$ cat config.mk
export PLATFORM = sky130hd
export DESIGN_NAME = smram_window_guard
export DESIGN_NICKNAME = d
export VERILOG_FILES = /design/src/rtl/smram_window_guard.sv
export SDC_FILE = /design/constraint.sdc
export NUM_CORES = 1
export LEC_CHECK = 0
export BUFFER_PORTS_ARGS = -buffer_cell sky130_fd_sc_hd__clkbuf_2
export CAP_MARGIN = 30
export CORE_MARGIN = 4
export CORE_UTILIZATION = 25
export CTS_CLUSTER_DIAMETER = 50
export DETAILED_ROUTE_END_ITERATION = 12
export PLACE_DENSITY_LB_ADDON = 0.05
export SYNTH_ARGS = -nofsm -noshare
export SYNTH_HDL_FRONTEND = slang
export SYNTH_SLANG_ARGS = --single-unit
$ cat constraint.sdc
create_clock -name clk -period 2.1 [get_ports clk]
set_input_delay 0.42 -clock clk [delete_from_list [all_inputs] [get_ports clk]]
set_output_delay 0.42 -clock clk [all_outputs]
set_load 0.005 [all_outputs]
$ cat src/rtl/smram_window_guard.sv
module smram_window_guard #(
  parameter bit              LEGACY    = 1'b0,
  parameter int              ADDR_W    = 20,
  parameter longint unsigned WIN_BASE  = 64'h30000,
  parameter longint unsigned WIN_BYTES = 64'h20000,
  parameter logic [7:0]      CFG_OFF   = 8'h9C
) (
  input  logic              clk,
  input  logic              rst_n,
  input  logic              cfg_we,
  input  logic [7:0]        cfg_addr,
  input  logic [7:0]        cfg_wdata,
  output logic [7:0]        cfg_rdata,
  input  logic              host_req,
  input  logic              host_we,
  input  logic [ADDR_W-1:0] host_addr,
  input  logic [7:0]        host_wdata,
  output logic [7:0]        host_rdata,
  output logic              mem_req,
  output logic              mem_we,
  output logic [ADDR_W-1:0] mem_addr,
  output logic [7:0]        mem_wdata,
  input  logic [7:0]        mem_rdata
);
  localparam logic [63:0] WIN_LO  = 64'(WIN_BASE);
  localparam logic [63:0] WIN_HI  = 64'(WIN_BASE) + 64'(WIN_BYTES);
  localparam logic [7:0]  ARM_KEY = 8'hFF;
  localparam logic [7:0]  LCK_KEY = 8'h02;

  typedef enum logic [1:0] {ST_IDLE = 2'd0, ST_ARMED = 2'd1, ST_LOCKED = 2'd2} lock_t;

  logic        hit_wr;
  logic        in_win;
  logic        blocked;
  logic [7:0]  reg_view;
  logic [63:0] addr64;

  assign hit_wr = cfg_we && (cfg_addr == CFG_OFF);
  assign addr64 = 64'(host_addr);
  assign in_win = (addr64 >= WIN_LO) && (addr64 < WIN_HI);

  generate
    if (LEGACY) begin : g_plain
      logic [7:0] byte_q;
      always_ff @(posedge clk or negedge rst_n) begin
        if (!rst_n)      byte_q <= 8'h00;
        else if (hit_wr) byte_q <= cfg_wdata;
      end
      assign reg_view = byte_q;
      assign blocked  = 1'b0;

      a_r10_stores_byte: assert property (@(posedge clk) disable iff (!rst_n)
        hit_wr |=> (cfg_rdata == $past(cfg_wdata) || cfg_addr != CFG_OFF));
    end else begin : g_lock
      lock_t st_q, st_d;
      always_comb begin
        st_d = st_q;
        if (hit_wr) begin
          unique case (st_q)
            ST_IDLE:   if (cfg_wdata == ARM_KEY) st_d = ST_ARMED;
            ST_ARMED:  if (cfg_wdata == LCK_KEY) st_d = ST_LOCKED;
            default:   st_d = st_q;
          endcase
        end
      end
      always_ff @(posedge clk or negedge rst_n) begin
        if (!rst_n) st_q <= ST_IDLE;
        else        st_q <= st_d;
      end
      assign reg_view = {6'b0, st_q};
      assign blocked  = (st_q == ST_LOCKED) && in_win;

      a_r2_idle_refuses: assert property (@(posedge clk) disable iff (!rst_n)
        (st_q == ST_IDLE && hit_wr && cfg_wdata != ARM_KEY) |=> st_q == ST_IDLE);
      a_r3_arm_on_key: assert property (@(posedge clk) disable iff (!rst_n)
        (st_q == ST_IDLE && hit_wr && cfg_wdata == ARM_KEY) |=> st_q == ST_ARMED);
      a_r4_lock_on_key: assert property (@(posedge clk) disable iff (!rst_n)
        (st_q == ST_ARMED && hit_wr && cfg_wdata == LCK_KEY) |=> st_q == ST_LOCKED);
      a_r5_lock_sticky: assert property (@(posedge clk) disable iff (!rst_n)
        (st_q == ST_LOCKED) |=> st_q == ST_LOCKED);
      a_r6_sink_reads: assert property (@(posedge clk) disable iff (!rst_n)
        (st_q == ST_LOCKED && host_req && in_win) |-> (host_rdata == 8'hFF && !mem_req));
      a_r7_no_mem_write: assert property (@(posedge clk) disable iff (!rst_n)
        (st_q == ST_LOCKED && host_req && host_we && in_win) |-> !mem_we);
    end
  endgenerate

  assign cfg_rdata  = (cfg_addr == CFG_OFF) ? reg_view : 8'h00;
  assign mem_req    = host_req && !blocked;
  assign mem_we     = host_req && host_we && !blocked;
  assign mem_addr   = host_addr;
  assign mem_wdata  = host_wdata;
  assign host_rdata = blocked ? 8'hFF : mem_rdata;

  a_r8_outside_passes: assert property (@(posedge clk) disable iff (!rst_n)
    (host_req && !in_win) |-> (mem_req && host_rdata == mem_rdata));
endmodule

==> results of run 1 <==
## worst max path at each step
stage	startpoint	end	slack (ns)	depth (start not counted)
floorplan	cfg_addr[6]	g_lock.st_q[0]$_DFFE_PN0P_	0.47	4
global placement	host_addr[18]	mem_we	0.14	5
detailed placement	host_addr[18]	mem_we	0.13	5
CTS	host_addr[18]	mem_we	0.13	5
global route	host_addr[18]	mem_we	0.02	5
finish	host_addr[18]	mem_we	0.15	5
## per-layer routing
metal | vias to the layer above | GRT usage | wire [microns]
li1 | 240 | - | -
met1 | 190 | 0.0765 | 377
met2 | 41 | 0.147 | 560
met3 | 2 | 0.0169 | 269
met4 | 0 | 0.0298 | 4
met5 | - | 0 | 0
## cell families after synthesis
family / Yosys count / synth area share
other: 1 / 0.00726
AOI/OAI and AO/OA: 4 / 0.0678
DFF: 2 / 0.0969
buffers and inverters: 35 / 0.501
xor gates and xnor gates: 1 / 0.0170
and+or+nand+nor: 27 / 0.310
## final cells by class
type,count,area (sq um),share of cell area
inverters,1,3.75,0.00640
well taps,27,33.8,0.0576
clock buffers,3,22.5,0.0384
multi-input cells,38,226,0.386
flip-flops and latches,2,50.0,0.0853
repair buffers,49,250,0.426
## repair_timing
item                      CTS  global route
resized for setup           0             0
hold buffers                1             0
hold endpoints to repair    2             0
## worst reg2reg max path, cell delays in order (launching register included)
cell and delay (ns):
dfrtp_1 0.42, or4_1 0.60, a2111oi_2 0.36, xor2_1 0.17
## power by group through the flow
stage | clock network, W | logic [W] | registers (W)
finish | 0.0000866 | 0.0000641 | 0.0000389
global placement | 0 | 0.0000635 | 0.0000393
detailed placement | 0 | 0.0000635 | 0.0000393
CTS | 0.0000912 | 0.0000651 | 0.0000389
global route | 0.0000976 | 0.0000735 | 0.0000388
floorplan | 0 | 0.0000687 | 0.0000393
## layout by cell type, fill, tap and decap left out
cell type,instances
clkbuf_2,48
nand2b_1,8
conb_1,6
nand2_1,4
nor2_1,3
and2_1,3
clkbuf_4,3
nor4_1,2
nand4_1,2
or4_1,2
dfrtp_1,2
nor3b_1,1
o211ai_1,1
nand4bb_1,1
and3_1,1
inv_2,1
a21oi_1,1
a21o_1,1
a2111oi_2,1
xor2_1,1
dlygate4sd3_1,1
## metrics by stage
stage	instance area, sq um	utilization	instances	setup slack (ns)	total power (W)
floorplan	536	-	75	0.472	0.000108
global placement	554	0.283	116	0.138	0.000103
detailed placement	554	0.283	116	0.126	0.000103
CTS	587	0.299	120	0.128	0.000195
global route	587	0.299	120	0.0232	0.000210
finish	587	0.299	120	0.151	0.000190
==> summary.txt, run 1 <==
Floorplanning
  • Die Wd: 53.5 microns
  • Core area: a little under 2000 sq um
  • Initial core utilization: 0.263
  • Die H: 53.5 microns
  • # rows: 16
  • Die area: 2860 sq um
  • I/O Pins: 103

Timing
  • Max-slew violation count: 0
  • Slew margin rel.: 0.561
  • Final TNS setup: 0 ns
  • # setup viols final: 0
  • FMAX: 513 MHz
  • Period utilization: 0.928
  • Hold slack: 0.513 ns
  • Final hold vios: 0
  • RSZ-0062 raised after global routing: no
  • Worst slew pin tran: 0.656 ns
  • Clk_skew: about 0.00040 ns
  • Fin crit period: between 1.5 and 2 ns

Drt
  • Iter 0 DRT Violations: 4
  • Detailed-router iteration count before antenna repair: 2
  • Final Routed Wirelength: 1.21 mm
  • Vias per cell: 3.94
  • Vias: 473
  • DR WL/cell: 10.1 microns
  • DRC Markers: 0
  • Post-route ant nets: 0

Worst setup path
  • R2r setup slk: 0.48 ns
  • Crit Path Max Fanout: 10
  • Type of origin of the critical path: input pin
  • R2r startpoint: g_lock.st_q[0]$_DFFE_PN0P_
  • Crit Path Category: input pin to output pin
  • Setup crit end kind: output pin
  • Critical Path AT: between 1.5 and 2 ns
  • Crit-path cells: clkbuf_2 -> nor3b_1 -> o211ai_1 -> and3_1 -> clkbuf_2
  • Max incr delay on CP: about 0.53 ns
  • Worst Path Required: approximately 1.7 ns
  • Slowest cell on the critical path: o211ai_1
  • Crit-path leading delay family: compound AO/OA/AOI/OAI gates
  • FF-to-FF path depth: 3
  • Worst R2R End: g_lock.st_q[0]$_DFFE_PN0P_
  • Crit-path most repeated cell: clkbuf_2
  • Worst Path Buf+Inv: 2

Pwr
  • Net load switching power: ~0.00005 W
  • Internal Power: 0.000141 W
  • P_leak: 0.355 nW
  • Comb pwr share: 0.338
  • Power share of the clock group: 0.457
  • Sw frac: 0.257
  • Reg power frac: 0.205
  • Max IR drop VDD: 123 uV
  • PD cells: ~320 nW/um^2

Synth
  • EDFF count, synth: 0
  • Synth top area cells: buf_4, dfrtp_1, nand2b_1
  • Distinct cells, synth: 19
  • Post-synth ARST share: 1.00
  • Avg Cell Area, Syn: 7.38 sq um
  • Post-synthesis sequential area ratio: 0.0969
  • #FFs+latches synth: 2
  • Top cell type's share of synthesized area: 0.494
  • Synth top cells by count: buf_4, nand2b_1, nand2_1
  • Synth Flop Type: dfrtp_1
  • Most frequent cell after synthesis: buf_4
  • YS warnings: 0
  • Leading area contributor after synthesis: buf_4
  • Post-Synthesis Cells: 70
  • Syn Std Cell Area: 517 sq um

Clock network
  • Clock slew at reported path FFs: 0.03 ns
  • H-tree levels: 1
  • Max Root-Sink Buffers: 2
  • CTS tree: built
  • Clock Latency Late Sink: 0.23 ns
  • Clock sink count: 2
  • Setup Buffers After CTS: 0
  • CTS buffer count: 3
  • CTS root buf: clkbuf_4

Place
  • I/O Buffers: 48
  • Placer congestion estimate: 0.608

Global routing
  • Total track usage: 0.0760
  • Largest net degree at the start of global routing: 11
  • Grt total ovfl: 0
  • Number of global-route vias before repair: 401
  • First-pass GRT wire length: 1.64 mm
  • Initial antenna violation count: 0

Final layout
  • # diodes: 0
  • Regs by FF count: g_lock.st_q x2
  • Fin nets: 152
  • Max reg flops: 2
  • Fill cells: 233
  • Share of layout cells above drive strength 1: 0.570
  • Synthesis-to-finish area growth: 13.6%
  • Reg with most FFs: g_lock.st_q

Min path
  • Hold WC Path Type: input pin to async pin

Run
  • MaxCap Viol Count: 0

Run status
  • Status: complete, no violations
Note: power is estimated with default switching activity, not from simulation.
==> inputs of run 2 (changes only) <==
Settings changed: CORE_UTILIZATION 25 to 26.
Clock period 2.1 ns to 2.3 ns, I/O delays scaled along.
==> run 2 against run 1 <==
Against the previous run: hold slack worse by 0.49 ns; setup slack better by 0.13 ns; register-to-register slack better by 0.22 ns; final cell count is 2.5% lower; sequential share of layout area is 0.19 points higher; critical path depth stayed put; total power is 11% lower; global-route usage is 0.68 points higher; non-clock buffer count is 1 lower; highest routed layer unchanged.
==> summary.txt, run 2 (synthesized netlist as in run 1, its figures left out) <==
Drt
  • Detailed-router iteration count before antenna repair: 3
  • DRC Markers: 0
  • Final Routed Wirelength: 1.19 mm
  • DR WL met3: 250 microns
  • DR WL/cell: 10.2 microns
  • Iter 0 DRT Violations: 4
  • Met2 routed WL: 535 microns
  • Vias per cell: 4.24
  • Highest routing layer actually used: met4
  • Met1 wire length: 381 microns
  • Post-route ant nets: 0
  • Vias: around 500

Final layout
  • Fill cells: between 200 and 250
  • Regs by FF count: g_lock.st_q x2
  • Most frequent cells in the layout: clkbuf_2, nand2b_1, conb_1
  • Footprint of the multi-input gates: 226 sq um
  • Storage cell area: 50.0 sq um
  • Synthesis-to-finish area growth: 11.1%
  • Max reg flops: 2
  • Reg with most FFs: g_lock.st_q
  • Non-Filler Instances: 117
  • Share of layout cells above drive strength 1: 0.576
  • # diodes: 0
  • Fin nets: 151
  • Most common cell after layout, fill and taps aside: clkbuf_2
  • Final core utilization: 0.319

Worst setup path
  • R2r setup slk: 0.70 ns
  • Worst Path Required: 1.84 ns
  • Setup crit end kind: output pin
  • Crit Path Category: input pin to output pin
  • Crit Path Max Fanout: 10
  • Type of origin of the critical path: input pin
  • Critical Path AT: around 1.6 ns

Clock network
  • CTS root buf: clkbuf_4
  • Clock Latency Late Sink: about 0.22 ns
  • Clock sink count: 2
  • Setup Buffers After CTS: 0
  • Cts hold-fix bufs: 0
  • CTS buffer count: 3
  • Resized cells post-CTS: 0
  • H-tree levels: 1
  • Clock slew at reported path FFs: 0.03 ns
  • Max Root-Sink Buffers: 2
  • CTS tree: built

Timing
  • Worst slew pin tran: 0.644 ns
  • Clk_skew: approximately 0.0009 ns
  • Slew margin rel.: 0.569
  • RSZ-0062 raised after global routing: no
  • FMAX: between 400 and 500 MHz
  • Fin crit period: 2.01 ns
  • Period utilization: 0.876
  • Final hold vios: 0
  • # setup viols final: 0
  • Final TNS setup: 0 ns
  • Max-slew violation count: 0

Floorplanning
  • Initial core utilization: 0.287
  • # rows: 15
  • Die Wd: 52.6 microns
  • Die H: 52.6 microns
  • I/O Pins: 103
  • Die area: 2760 sq um
  • Core area: 1800 sq um

Global routing
  • Number of global-route vias before repair: about 430
  • Initial antenna violation count: 0
  • Total track usage: 0.0828
  • First-pass GRT wire length: 1.73 mm
  • Grt total ovfl: 0
  • Largest net degree at the start of global routing: 11

Place
  • I/O Buffers: 48
  • Placed Cells incl. Taps: 114
  • Placer congestion estimate: 0.601

Run status
  • Status: complete, no violations

Pwr
  • P_leak: 0.351 nW
  • PD cells: just under 300 nW/um^2
  • Total power: 0.000168 W
  • Max IR drop VDD: 156 uV

Min path
  • Hold WC Path Type: input pin to async pin

Run
  • MaxCap Viol Count: 0
run 2: per-stage QoR:
stage | hold WS (ns) | worst slack [ns] | instance area [sq um]
after global placement | 0.249 | 0.269 | 552
final | 0.0193 | 0.286 | 574
after detailed placement | 0.249 | 0.272 | 552
after CTS | 0.00948 | 0.275 | 574
after floorplan | 0.164 | 0.597 | 536
after global routing | 0.00943 | 0.168 | 574
run 2: cell type report:
class | instances | share of cell area
well taps | 25 | 0.0545
flip-flops and latches | 2 | 0.0871
inverters | 1 | 0.00654
clock buffers | 3 | 0.0392
multi-input cells | 38 | 0.394
repair buffers | 48 | 0.418
run 2: where the power goes:
part	switching (W)	internal, W
Combinational	0.0000231	0.0000344
Sequential	0.0000000183	0.0000355
Clock	0.0000180	0.0000574
run 2: critical path: stages:
cell	delay [ns]
clkbuf_2	0.09
nor3b_1	0.13
o211ai_1	0.53
and3_1	0.24
clkbuf_2	0.11
run 2: path summary, 6_finish.rpt:
path | end | startpoint | cells past startpoint
worst max register to register | g_lock.st_q[0]$_DFFE_PN0P_ | g_lock.st_q[0]$_DFFE_PN0P_ | 3
worst min register to register | g_lock.st_q[1]$_DFFE_PN0P_ | g_lock.st_q[1]$_DFFE_PN0P_ | 1
worst min-delay path | g_lock.st_q[0]$_DFFE_PN0P_ | rst_n | 1
min in group clk | g_lock.st_q[1]$_DFFE_PN0P_ | g_lock.st_q[1]$_DFFE_PN0P_ | 1
max in group asynchronous | g_lock.st_q[1]$_DFFE_PN0P_ | rst_n | 1
worst max-delay path | mem_we | host_addr[18] | 5
run 2: per-layer routing:
metal | up-vias | track usage
met1 | 202 | 0.0745
li1 | 239 | -
met2 | 49 | 0.132
met3 | 6 | 0.0541
met4 | 0 | 0.0596
met5 | - | 0
